`config.mk`:
```
export PLATFORM = sky130hd
export DESIGN_NAME = sleep_wdt
export DESIGN_NICKNAME = d
export VERILOG_FILES = /design/src/rtl/sleep_wdt_pkg.sv /design/src/rtl/sleep_wdt_cfg.sv /design/src/rtl/sleep_wdt_limit.sv /design/src/rtl/sleep_wdt_core.sv /design/src/rtl/sleep_wdt.sv
export SDC_FILE = /design/constraint.sdc
export NUM_CORES = 1
export LEC_CHECK = 0
export ABC_CLOCK_PERIOD_IN_PS = 3300
export BUFFER_PORTS_ARGS = -buffer_cell sky130_fd_sc_hd__buf_4
export CAP_MARGIN = 10
export CORE_ASPECT_RATIO = 0.75
export CORE_MARGIN = 8
export CORE_UTILIZATION = 25
export DETAILED_ROUTE_END_ITERATION = 12
export PLACE_DENSITY_LB_ADDON = 0.25
export SYNTH_ARGS = -nofsm -noshare
export SYNTH_HDL_FRONTEND = slang
export SYNTH_HIERARCHICAL = 1
export SYNTH_SLANG_ARGS = --single-unit
```
`constraint.sdc`:
```
create_clock -name clk -period 3.3 [get_ports clk]
set_input_delay 0.99 -clock clk [delete_from_list [all_inputs] [get_ports clk]]
set_output_delay 0.99 -clock clk [all_outputs]
set_load 0.02 [all_outputs]
```
`src/rtl/sleep_wdt_pkg.sv`:
```
// Shared definitions for the deep sleep watchdog.
// Assumes all tick inputs are single-cycle enables in the system clock domain.
package sleep_wdt_pkg;
    typedef enum logic {
        SRC_RC = 1'b0,
        SRC_LF = 1'b1
    } wdt_src_e;

    // Exponent of the tick count for a given timeout setting.
    function automatic int unsigned tmo_exp(input int unsigned base, input int unsigned step,
                                            input int unsigned n);
        return base + step * n;
    endfunction
endpackage

```
`src/rtl/sleep_wdt_cfg.sv`:
```
// Captures the source select and timeout setting on a deep-sleep entry pulse.
// Assumes the entry pulse lasts one cycle; between entries the captured values hold.
module sleep_wdt_cfg
    import sleep_wdt_pkg::*;
#(
    parameter int unsigned SEL_W = 4
) (
    input  logic             clk,
    input  logic             rst_n,
    input  logic             sleep_entry,
    input  logic [SEL_W-1:0] tmo_sel,
    input  logic             src_sel,
    output logic [SEL_W-1:0] lat_sel,
    output wdt_src_e         lat_src
);
    // Sample the configuration only at entry.
    always_ff @(posedge clk) begin
        if (!rst_n) begin
            lat_sel <= '0;
            lat_src <= SRC_RC;
        end else if (sleep_entry) begin
            lat_sel <= tmo_sel;
            lat_src <= wdt_src_e'(src_sel);
        end
    end
endmodule

```
`src/rtl/sleep_wdt_limit.sv`:
```
// Maps a timeout setting to the terminal count (2^exp - 1) and muxes the reference tick.
// Assumes CNT_W is wide enough for the largest exponent.
module sleep_wdt_limit
    import sleep_wdt_pkg::*;
#(
    parameter int unsigned SEL_W    = 4,
    parameter int unsigned BASE_EXP = 6,
    parameter int unsigned STEP_EXP = 2,
    parameter int unsigned CNT_W    = 37
) (
    input  logic [SEL_W-1:0] lat_sel,
    input  wdt_src_e         lat_src,
    input  logic             rc_tick,
    input  logic             lf_tick,
    output logic [CNT_W-1:0] term,
    output logic             ref_tick
);
    localparam int unsigned NSET = 2 ** SEL_W;

    logic [CNT_W-1:0] term_tab [NSET];

    // One terminal count per timeout setting.
    for (genvar i = 0; i < NSET; i++) begin : g_term
        assign term_tab[i] = (CNT_W'(1) << tmo_exp(BASE_EXP, STEP_EXP, i)) - CNT_W'(1);
    end

    // Select the active terminal count and reference tick.
    always_comb begin
        term     = term_tab[lat_sel];
        ref_tick = (lat_src == SRC_LF) ? lf_tick : rc_tick;
    end
endmodule

```
`src/rtl/sleep_wdt_core.sv`:
```
// Counts qualified reference ticks, flags expiry and emits the one-cycle wake pulse.
// Assumes term is steady between entries; entry has priority over a tick.
module sleep_wdt_core #(
    parameter int unsigned CNT_W = 37
) (
    input  logic             clk,
    input  logic             rst_n,
    input  logic             sleep_entry,
    input  logic             asleep,
    input  logic             wdt_en,
    input  logic             ref_tick,
    input  logic [CNT_W-1:0] term,
    output logic [CNT_W-1:0] cnt,
    output logic             expired,
    output logic             wake_tmo
);
    logic step;

    // A tick counts only while asleep, enabled and not yet expired.
    always_comb step = asleep && wdt_en && ref_tick && !expired;

    // Counter, expiry flag and wake pulse register.
    always_ff @(posedge clk) begin
        if (!rst_n) begin
            cnt      <= '0;
            expired  <= 1'b1;
            wake_tmo <= 1'b0;
        end else begin
            wake_tmo <= 1'b0;
            if (sleep_entry) begin
                cnt     <= '0;
                expired <= 1'b0;
            end else if (step) begin
                if (cnt == term) begin
                    expired  <= 1'b1;
                    wake_tmo <= 1'b1;
                end else begin
                    cnt <= cnt + CNT_W'(1);
                end
            end
        end
    end
endmodule

```
`src/rtl/sleep_wdt.sv`:
```
// Deep sleep watchdog top: configuration capture, limit/tick selection, counter core.
// Assumes sleep_entry is a one-cycle pulse and asleep is high while in deep sleep.
module sleep_wdt
    import sleep_wdt_pkg::*;
#(
    parameter int unsigned SEL_W    = 4,
    parameter int unsigned BASE_EXP = 6,
    parameter int unsigned STEP_EXP = 2,
    localparam int unsigned CNT_W   = BASE_EXP + STEP_EXP * (2 ** SEL_W - 1) + 1
) (
    input  logic             clk,
    input  logic             rst_n,
    input  logic             wdt_en,
    input  logic [SEL_W-1:0] tmo_sel,
    input  logic             src_sel,
    input  logic             rc_tick,
    input  logic             lf_tick,
    input  logic             sleep_entry,
    input  logic             asleep,
    output logic             wake_tmo
);
    logic [SEL_W-1:0] lat_sel;
    wdt_src_e         lat_src;
    logic [CNT_W-1:0] term;
    logic [CNT_W-1:0] cnt;
    logic             ref_tick;
    logic             expired;

    sleep_wdt_cfg #(.SEL_W(SEL_W)) u_cfg (
        .clk(clk), .rst_n(rst_n), .sleep_entry(sleep_entry),
        .tmo_sel(tmo_sel), .src_sel(src_sel),
        .lat_sel(lat_sel), .lat_src(lat_src)
    );

    sleep_wdt_limit #(
        .SEL_W(SEL_W), .BASE_EXP(BASE_EXP), .STEP_EXP(STEP_EXP), .CNT_W(CNT_W)
    ) u_limit (
        .lat_sel(lat_sel), .lat_src(lat_src), .rc_tick(rc_tick), .lf_tick(lf_tick),
        .term(term), .ref_tick(ref_tick)
    );

    sleep_wdt_core #(.CNT_W(CNT_W)) u_core (
        .clk(clk), .rst_n(rst_n), .sleep_entry(sleep_entry), .asleep(asleep),
        .wdt_en(wdt_en), .ref_tick(ref_tick), .term(term),
        .cnt(cnt), .expired(expired), .wake_tmo(wake_tmo)
    );
endmodule

```
### Yosys cells after proc, flatten, opt, wreduce, memory -nomap -nowiden

Memories as Yosys holds them, arrays and structs flattened.
Cells that the tools add are included.

* register bits: 44
* memory bits (read-only): 592
* output and inout bits: 1
* logic and storage cells: 30
* memories kept: 1

* add/sub/neg operators: 1
* order comparisons: 1
* eq/ne operators: 1
* multiplexer cells: 7
* bitwise gates (word level): 4
* reductions and logical operators: 10

Memory list
* (name not given): words 16, width 37, read ports 1, clocked after memory_dff 0, write ports 0, line sleep_wdt_limit.sv:29 `term = term_tab[lat_sel];`

Operators with widths (number)
* 2-to-1 mux 37 bit: 2
* adder 37 x 1 -> 37 bit, second input constant: 1
* equality test 37 bit: 1
* >= comparator 5 bit, second input constant: 1
* 2-to-1 mux 1 bit: 5
* inverter 4 -> 5 bit: 1
* AND reduction 2 bit: 2
* nonzero test 2 bit: 2
* logical AND 1 bit: 3
* inverter 1 bit: 3
* OR reduction 3 bit: 1
* OR reduction 2 bit: 1
* logical NOT 1 bit: 1

### Logic depth before layout (Yosys ltp)

* depth in word-level cells: 8
* gate-level depth with buffers: 13
* depth with buffers taken out: 8

### Modules after synthesis

Netlist, hierarchy kept.

By module, submodules not included
* sleep_wdt_core: instances 1, cells each 288, area each 2342.2 µm², seq. area each 780.7 µm²
* sleep_wdt_limit: instances 1, cells each 45, area each 329.1 µm², seq. area each 0.0 µm²
* sleep_wdt_cfg: instances 1, cells each 16, area each 192.7 µm², seq. area each 100.1 µm²

### Least setup slack after synthesis

Ideal clock, no wire load.

* kind: reg-to-reg
* start point: register u_cfg.lat_sel[3]
* end point: register u_core.cnt[1]
* arrival: 2.602 ns
* path slack: 0.571 ns
* cell stages (with the launch flop): 14
* path buffers: 5
* period minus slack after synthesis: 2.729 ns
* cells stage by stage: dfxtp_1 -> clkbuf_1 -> or3_4 -> or2_1 -> buf_4 -> xor2_1 -> nor4_1 -> nand4_1 -> o31ai_2 -> buf_4 -> buf_6 -> buf_6 -> mux2i_1 -> nor2_1

* longest elaborated chain between the ends: 7

Ends and longest elaborated chain
* start: declaration: line sleep_wdt_cfg.sv:13 `output logic [SEL_W-1:0] lat_sel,`
* start signal: assignment: line sleep_wdt_cfg.sv:22 `lat_sel <= tmo_sel;`
* inverter 4 -> 5 bit (not written as such): line sleep_wdt_limit.sv:29
* memory (16 x 37 bit)
* 2-to-1 mux 37 bit (not written as such) (2 in a row): line sleep_wdt_limit.sv:29
* named net term[8]: line sleep_wdt.sv:24 `logic [CNT_W-1:0] term;`
* equality test 37 bit: line sleep_wdt_core.sv:34 `if (cnt == term) begin`
* inverter 1 bit (no line)
* AND reduction 2 bit (no line)
* end signal: assignment: line sleep_wdt_core.sv:38 `cnt <= cnt + CNT_W'(1);`
* end: declaration: line sleep_wdt_core.sv:13 `output logic [CNT_W-1:0] cnt,`

The timed path passes the listed nets, and every way through them passes these cells. The select of a mux whose other input is x is not followed.
A chain may end at the register's enable or synchronous reset.

### Final worst setup path

* start point: register u_cfg.lat_sel[1]
* end point: register u_core.cnt[1]

Same word-level chain as after synthesis.

==> reports/metrics.csv <==
metric,value,unit
power_frac_seq,0.490,
critPathLaunchType,flop,
hold_viol_final,0,
die_y,108.7,µm
nets,346,
cts_setup_buffers,0,
cpPeakStageDelay,450,ps
place.port_buffers,12,
ir_worst_vdd,0.0001786,V
clock_power_share,0.431,
synth.largest_area_cell,dfxtp_1,
drtIter0Drc,121,
required,3440,ps
drc,0,
multiInputGateArea,1703,µm²
hold_class,flop to flop,
seq_area,880.8,µm²
seq_area_frac_synth,0.3076,
crit_path_end_kind,flop,
synth_flop_cell,dfxtp_1,
final-setup-viol-count,0,
clockRootBuffer,clkbuf_16,
synthArstFlopShare,0,
drive_above_1_share,0.1111,
post-dp-hpwl,5338,µm
period_share,0.8708,
power_density,365.9,nW/µm²
grt_pass1_vias,2114,
grt_max_degree,49,
grt_pass1_wl,11620,µm
p_leak,1.125,nW
antenna_found_initial,0,
path_cells,"or3_4, or2_1, xor2_1, nor4_1, nand4_1, o31ai_4, buf_12, mux2i_1, nor2_1",
post_drt_wl_per_cell,15.34,µm
ant_nets,0,
dieArea,15170,µm²
overflow,0,
cts.clk_slew.worst_paths,60,ps
cts_tree,yes,
rrSetupSlack,430,ps
cts_hold_buf,0,
critPathSlowestCell,or3_4,
final.fill_count,1219,
yosys_warnings,6,
gp_routability_congestion,0.7830,
synth_top_area_share,0.3076,
drt-met1-wl,4039,µm
synth_edf_count,0,
period_minus_slack,2874,ps
critPathKind,flop to flop,
insertion_delay,280,ps
pre_cts_ws,460.4,ps
dr.pass1.iters,4,
vias,2387,
die_x,139.6,µm
clock-sinks,44,
stdcell_area,3045,µm²
final_common_cell,dfxtp_1,
synthCells,349,
swShare,0.2364,
most-common-layout-cells,"44 x dfxtp_1, 36 x xor2_1, 29 x a21oi_1, 24 x o21ai_0, 23 x or3_1",
fin_ws,426.5,ps
intPower,0.8510,mW
worst_slew_pin_slew,705.5,ps
synth.area.top_cells,"dfxtp_1 31%, xor2_1 11%, buf_4 6.6%, a21oi_1 5.1%, or3_1 5.0%",
row_count,34,
drv_cap,0,
synth_area_per_cell,8.206,µm²
finalCoreUtilization,0.2671,
met3WireLength,275,µm
p_comb_frac,0.079,
place_area,2912,µm²
dr_wl_met2,2964,µm
cts_buffer_depth,2,
cts_resized,0,
crit_arrival,3020,ps
start_util,0.2512,
final.setup.tns,0,ps
synthesis.area,2864,µm²
max_clock_freq,348.0,MHz
cts_made_buffers,5,
finClkSkew,5.333,ps
rsz0062_at_grt,false,
via_per_inst,5.004,
synth-seq-cells,44,
slew_viol_final,0,
status,"complete, no violations",
num_antenna_cells,0,
wl,7319,µm
ys_types,46,
switchingPower,0.2634,mW
io_pins,13,
slew_headroom,0.5297,
crit_path_max_fanout,48,
areaGrowthSynthToFinish,6.335,%
routed.top_layer,met4,
grt_use_total,0.09608,
htreeDepth,2,
coreArea,11400,µm²
[sequential cells by signal, indices dropped and copies added (netlist names)]
register         cells
u_cfg/lat_src        1
u_core/wake_tmo      1
u_core/expired       1
u_core/cnt          37
u_cfg/lat_sel        4
[logic make-up (layout without fill, tap and decap cells)]
group,after synthesis,count (layout),synth area share
buffers and inverters,47,26,0.1075
AO/OA/AOI/OAI,76,76,0.1577
XOR/XNOR,39,39,0.1193
other,2,7,0.002622
multiplexers,7,7,0.02490
flip-flops,44,44,0.3076
AND/OR/NAND/NOR,133,133,0.2761
adder cells (fa/ha/maj),1,1,0.004368
[worst max-delay path: cells and delay by family (launching register included)]
| family | cells | cell delay [ps] |
|---|---|---|
| AOI/OAI and AO/OA | 1 | 330 |
| xor gates and xnor gates | 1 | 160 |
| buffers and inverters | 1 | 230 |
| DFF | 1 | 430 |
| muxes | 1 | 200 |
| and+or+nand+nor | 5 | 1350 |
[cell type report]
| class | instances | area share |
|---|---|---|
| clock buffers | 6 | 0.04232 |
| clock inverters | 1 | 0.001643 |
| inverters | 2 | 0.002465 |
| multi-input cells | 263 | 0.5592 |
| flip-flops and latches | 44 | 0.2892 |
| well taps | 144 | 0.05916 |
| repair buffers | 17 | 0.04601 |
[routing by layer]
metal  up-vias  GRT usage
li1       1213          -
met1      1137     0.1410
met2        33     0.1349
met3         4    0.02668
met4         0    0.02239
met5         -          0
[power by group through the flow]
stage	clock [mW]	combinational [mW]	sequential, mW
after detailed placement	0	0.0882	0.558
final	0.481	0.0881	0.546
after CTS	0.495	0.0885	0.546
after global placement	0	0.0876	0.558
after floorplan	0	0.0887	0.551
after global routing	0.513	0.0970	0.547
[cells in the mapped netlist (3+ instances only)]
cell / number
buf_6: 4
dfxtp_1: 44
nand4_1: 10
xnor2_1: 3
nor4_1: 13
o31ai_1: 6
and4_1: 3
nor2_1: 9
or4_1: 10
or2_2: 3
nand3_1: 19
buf_4: 25
nand2_1: 15
xor2_1: 36
clkbuf_1: 10
buf_2: 6
o21a_1: 4
o21ai_0: 24
and2_1: 3
or3_1: 23
a21oi_1: 29
and3_1: 7
mux2i_1: 6
nor2b_1: 7
[stage by stage]
step | hold slack (ps) | power (mW) | instances
6_report | 499.3 | 1.114 | 477
5_1_grt | 537.3 | 1.157 | 477
4_1_cts | 503.1 | 1.129 | 477
3_5_place_dp | 495.2 | 0.6458 | 470
3_3_place_gp | 481.1 | 0.6453 | 470
2_1_floorplan | 469.7 | 0.6394 | 354
[path summary, 6_finish.rpt]
check	from	endpoint	cells after the start
worst min-delay path	u_core/cnt[36]	u_core/cnt[36]	2
worst max-delay path	u_cfg/lat_sel[1]	u_core/cnt[1]	9
worst min register to register	u_core/cnt[36]	u_core/cnt[36]	2
worst max register to register	u_cfg/lat_sel[1]	u_core/cnt[1]	9
Power figures use the tool's default switching activity.
